===== config.mk =====
export PLATFORM = sky130hd
export DESIGN_NAME = mw_exec
export DESIGN_NICKNAME = d
export VERILOG_FILES = /design/src/rtl/mw_pkg.sv /design/src/rtl/mw_lane_place.sv /design/src/rtl/mw_merge.sv /design/src/rtl/mw_exec.sv
export SDC_FILE = /design/constraint.sdc
export NUM_CORES = 1
export LEC_CHECK = 0
export ABC_AREA = 0
export BUFFER_PORTS_ARGS = -buffer_cell sky130_fd_sc_hd__buf_4
export CAP_MARGIN = 10
export CORE_MARGIN = 2
export CORE_UTILIZATION = 52
export CTS_CLUSTER_DIAMETER = 150
export CTS_CLUSTER_SIZE = 10
export DETAILED_ROUTE_END_ITERATION = 8
export GPL_TIMING_DRIVEN = 0
export PLACE_DENSITY_LB_ADDON = 0.1
export RECOVER_POWER = 100
export SYNTH_ARGS = -nofsm -noshare
export SYNTH_HDL_FRONTEND = slang
export SYNTH_SLANG_ARGS = --single-unit

===== constraint.sdc =====
create_clock -name clk -period 2.5 [get_ports clk]
set_input_delay 0.5 -clock clk [delete_from_list [all_inputs] [get_ports clk]]
set_output_delay 0.5 -clock clk [all_outputs]
set_load 0.005 [all_outputs]

===== src/rtl/mw_pkg.sv =====
package mw_pkg;

    localparam int MW_IMM_W        = 16;
    localparam int MW_LANES        = 4;
    localparam int MW_NARROW_LANES = 2;
    localparam int MW_DATA_W       = MW_IMM_W * MW_LANES;
    localparam int MW_NARROW_W     = MW_IMM_W * MW_NARROW_LANES;
    localparam int MW_SEL_W        = $clog2(MW_LANES);

    typedef enum logic [1:0] {
        MW_ZERO   = 2'b00,
        MW_INVERT = 2'b01,
        MW_KEEP   = 2'b10,
        MW_RSVD   = 2'b11
    } mw_mode_e;

    typedef struct packed {
        logic                 valid;
        mw_mode_e             mode;
        logic                 wide;
        logic [MW_SEL_W-1:0]  lane;
        logic [MW_IMM_W-1:0]  imm;
        logic [MW_DATA_W-1:0] old;
    } mw_req_t;

    function automatic logic mw_is_legal(input mw_mode_e mode, input logic wide,
                                         input logic [MW_SEL_W-1:0] lane);
        logic lane_ok;
        lane_ok = wide || (int'(lane) < MW_NARROW_LANES);
        return lane_ok && (mode != MW_RSVD);
    endfunction

endpackage


===== src/rtl/mw_lane_place.sv =====
module mw_lane_place #(
    parameter int IMM_W = 16,
    parameter int LANES = 4,
    localparam int DW    = IMM_W * LANES,
    localparam int SEL_W = $clog2(LANES)
) (
    input  logic [IMM_W-1:0] imm,
    input  logic [SEL_W-1:0] lane,
    output logic [DW-1:0]    placed,
    output logic [DW-1:0]    lane_mask
);

    for (genvar g = 0; g < LANES; g++) begin : g_lane
        logic hit;
        assign hit = (lane == SEL_W'(g));
        assign placed[g*IMM_W +: IMM_W]    = hit ? imm : '0;
        assign lane_mask[g*IMM_W +: IMM_W] = {IMM_W{hit}};
    end

endmodule


===== src/rtl/mw_merge.sv =====
module mw_merge
    import mw_pkg::*;
#(
    parameter int DW       = 64,
    parameter int NARROW_W = 32
) (
    input  mw_mode_e      mode,
    input  logic          wide,
    input  logic [DW-1:0] placed,
    input  logic [DW-1:0] lane_mask,
    input  logic [DW-1:0] old,
    output logic [DW-1:0] result
);

    logic [DW-1:0] merged;
    logic [DW-1:0] width_mask;

    assign width_mask = wide ? {DW{1'b1}} : {{(DW-NARROW_W){1'b0}}, {NARROW_W{1'b1}}};

    always_comb begin
        unique case (mode)
            MW_ZERO:   merged = placed;
            MW_INVERT: merged = ~placed;
            MW_KEEP:   merged = (old & ~lane_mask) | placed;
            default:   merged = '0;
        endcase
    end

    assign result = merged & width_mask;

endmodule


===== src/rtl/mw_exec.sv =====
module mw_exec
    import mw_pkg::*;
(
    input  logic                 clk,
    input  logic                 rst,
    input  logic                 in_valid,
    input  logic [1:0]           in_mode,
    input  logic                 in_wide,
    input  logic [MW_SEL_W-1:0]  in_lane,
    input  logic [MW_IMM_W-1:0]  in_imm,
    input  logic [MW_DATA_W-1:0] in_old,
    output logic                 out_valid,
    output logic                 out_illegal,
    output logic [MW_DATA_W-1:0] out_result
);

    mw_req_t              req;
    logic [MW_DATA_W-1:0] placed;
    logic [MW_DATA_W-1:0] lane_mask;
    logic [MW_DATA_W-1:0] next_val;
    logic                 legal;

    assign req.valid = in_valid;
    assign req.mode  = mw_mode_e'(in_mode);
    assign req.wide  = in_wide;
    assign req.lane  = in_lane;
    assign req.imm   = in_imm;
    assign req.old   = in_old;

    assign legal = mw_is_legal(req.mode, req.wide, req.lane);

    mw_lane_place #(
        .IMM_W (MW_IMM_W),
        .LANES (MW_LANES)
    ) u_place (
        .imm       (req.imm),
        .lane      (req.lane),
        .placed    (placed),
        .lane_mask (lane_mask)
    );

    mw_merge #(
        .DW       (MW_DATA_W),
        .NARROW_W (MW_NARROW_W)
    ) u_merge (
        .mode      (req.mode),
        .wide      (req.wide),
        .placed    (placed),
        .lane_mask (lane_mask),
        .old       (req.old),
        .result    (next_val)
    );

    always_ff @(posedge clk) begin
        if (rst) begin
            out_valid   <= 1'b0;
            out_illegal <= 1'b0;
            out_result  <= '0;
        end else begin
            out_valid   <= req.valid && legal;
            out_illegal <= req.valid && !legal;
            if (req.valid && legal) begin
                out_result <= next_val;
            end
        end
    end

endmodule


==> run metrics <==
unrepaired setup endpoints after global routing no; largest net degree at the start of global routing 11; CORE AREA 6680 um^2; DRT iter0 DRCs 311; Routed Wire Length ~12000 um; area of the die 7510 um^2; Critical Path Sink out_result[42]; pwr dens 518 nW/um^2; Worst Tran Pin Value 703 ps; startpoint type of the worst setup path input pin; status complete, no violations; DR vias/cell 6.08; Wirelength per Cell around 18 um; GRT overflow 0; Hold/Removal Path Class reg2reg; final net count 704; Reg-to-Reg End out_result[15]; H-tree depth 3; worst hold path cell count 1; predominant post-synthesis flop cell dfxtp_1; relative slew slack 53.0%; global-route wire length before repair 18500 um; setup bufs post-CTS 0; CTS Sinks 66; layout cells sized above 1 approximately a third; Final min period 1950 ps; antenna cell count 0; I/O Pins 154; crit path launch in_lane[1]; vias in the first global route 3772; post-CTS sizing 0; Area Overhead vs Synth 38.2%; Routed Antenna Nets 0; crit-path max FO 10; synthesized flop and latch total 66; Critical Path AT approximately 2200 ps; worst path required time 2780 ps; die width 86.6 um; number of flops mapped to enable cells by yosys 0; Synth Warn # 0; Peak VDD IR 0.326 mV; Detail Placement HPWL 9140 um; setup tns final 0 ps; Hold WS about 470 ps; hold buffer count at CTS 0; final hold viol count 0; Leak 2.13 nW; clk root buf clkbuf_8; CTS tree built; Syn Inst Count 455; RR Startpoint out_result[15]; CP endpoint kind register; Skew-Pair Late Insertion Delay between 300 and 400 ps; R2R Setup Slk about 1700 ps; dpl cell area 4780 um^2; WS Path Type in2reg; clock buffer depth 2; design area 4910 um^2; gpl congestion 0.911; Final Skew 0 ps; final worst-path setup slack 545 ps; commonest non-fill, non-tap cells in the layout nand2_1 (90), buf_4 (88), dfxtp_1 (66), clkbuf_4 (64), nand3_1 (54); DR pass1 iterations 5; Post-Syn Area 3550 um^2; IO Port Bufs 150; antenna violations before repair 0; Die H 86.6 um; post-synth cell types 29; Core Rows 30; pre-CTS setup slack ~600 ps; total track usage 31.6%; final total power 2.54 mW; Seq/Total Area, Yosys 37.2%; Num CTS Buffers 9; syn nets ~540; Max-Cap Viols 0; Starting Density 53.1%; r2r worst-path depth 2; Clock transition at path regs around 70 ps; Final Max Tran Viols 0; routed via count about 4200; commonest non-fill, non-tap cell in the layout nand2_1; async set-reset flop share out of synthesis 0%; DRC viols 0; Setup Viol. Count Final 0; period utilisation layout 78.2%; Fmax 0.512 GHz; post-synthesis area per instance 7.80 um^2
per-stage QoR:
| step | std cells | util [%] |
|---|---|---|
| 2_1_floorplan | 455 | - |
| 3_3_place_gp | 685 | 71.5 |
| 3_5_place_dp | 685 | 71.5 |
| 4_1_cts | 699 | 73.9 |
| 5_1_grt | 699 | 73.4 |
| 6_report | 699 | 73.4 |
per-layer routing:
metal  GRT usage [%]  share of wire (%)  up-vias
met5               0                  0        -
met4            12.9                2.7        0
met3            6.29                9.7       26
met2            52.1                 48      255
met1            40.4                 40     1973
li1                -                  -     1993
layout make-up:
type / count / area [um^2]
clock inverters: 4 / 20.0
repair buffers: 150 / 1110
clock buffers: 10 / 138
multi-input cells: 339 / 1940
flip-flops and latches: 66 / 1320
fillers: 572 / 1780
inverters: 1 / 3.75
well taps: 80 / 100
plain buffers: 49 / 273
synth_stat cells (14+ instances only):
cell	instances	area, um^2
a21o_1	15	113
a211oi_1	15	113
a22o_1	15	131
nand3_1	54	270
a311oi_1	14	123
a221o_1	20	200
a21oi_1	51	255
buf_2	22	110
nor2_1	33	124
a32o_1	14	140
dfxtp_1	66	1320
nand2_1	90	338
where the power goes:
group          internal, mW  total, mW  switching [mW]
logic                 0.299      0.611           0.312
registers              1.12       1.16          0.0367
clock network         0.369      0.773           0.404
critical path, cell delays in order:
cell and delay (ps):
clkbuf_4 100, buf_4 180, nand2b_2 80, and3_1 180
clkbuf_1 160, nor2_1 570, buf_4 310, a32o_1 150
logic make-up (layout without fill, tap and decap cells):
kind of cell	after synthesis	count (layout)	share of synthesized area, %
DFF	66	66	37.2
AOI/OAI and AO/OA	149	149	31.5
buffers and inverters	50	214	8.07
and+or+nand+nor	190	190	23.2
worst min-delay path by stage:
stage / start / endpoint / slack, ps
after floorplan: out_result[29] / out_result[29] / 470
after global placement: out_result[36] / out_result[36] / 450
after detailed placement: out_result[46] / out_result[46] / 460
after CTS: out_result[46] / out_result[46] / 470
after global routing: out_result[46] / out_result[46] / 490
final: out_result[46] / out_result[46] / 470
flip-flops by register name, summed over array words and instances (netlist names):
| signal | count |
|---|---|
| out_result | 64 |
| out_illegal | 1 |
| out_valid | 1 |
No activity file was read; power rests on OpenSTA's default activity.
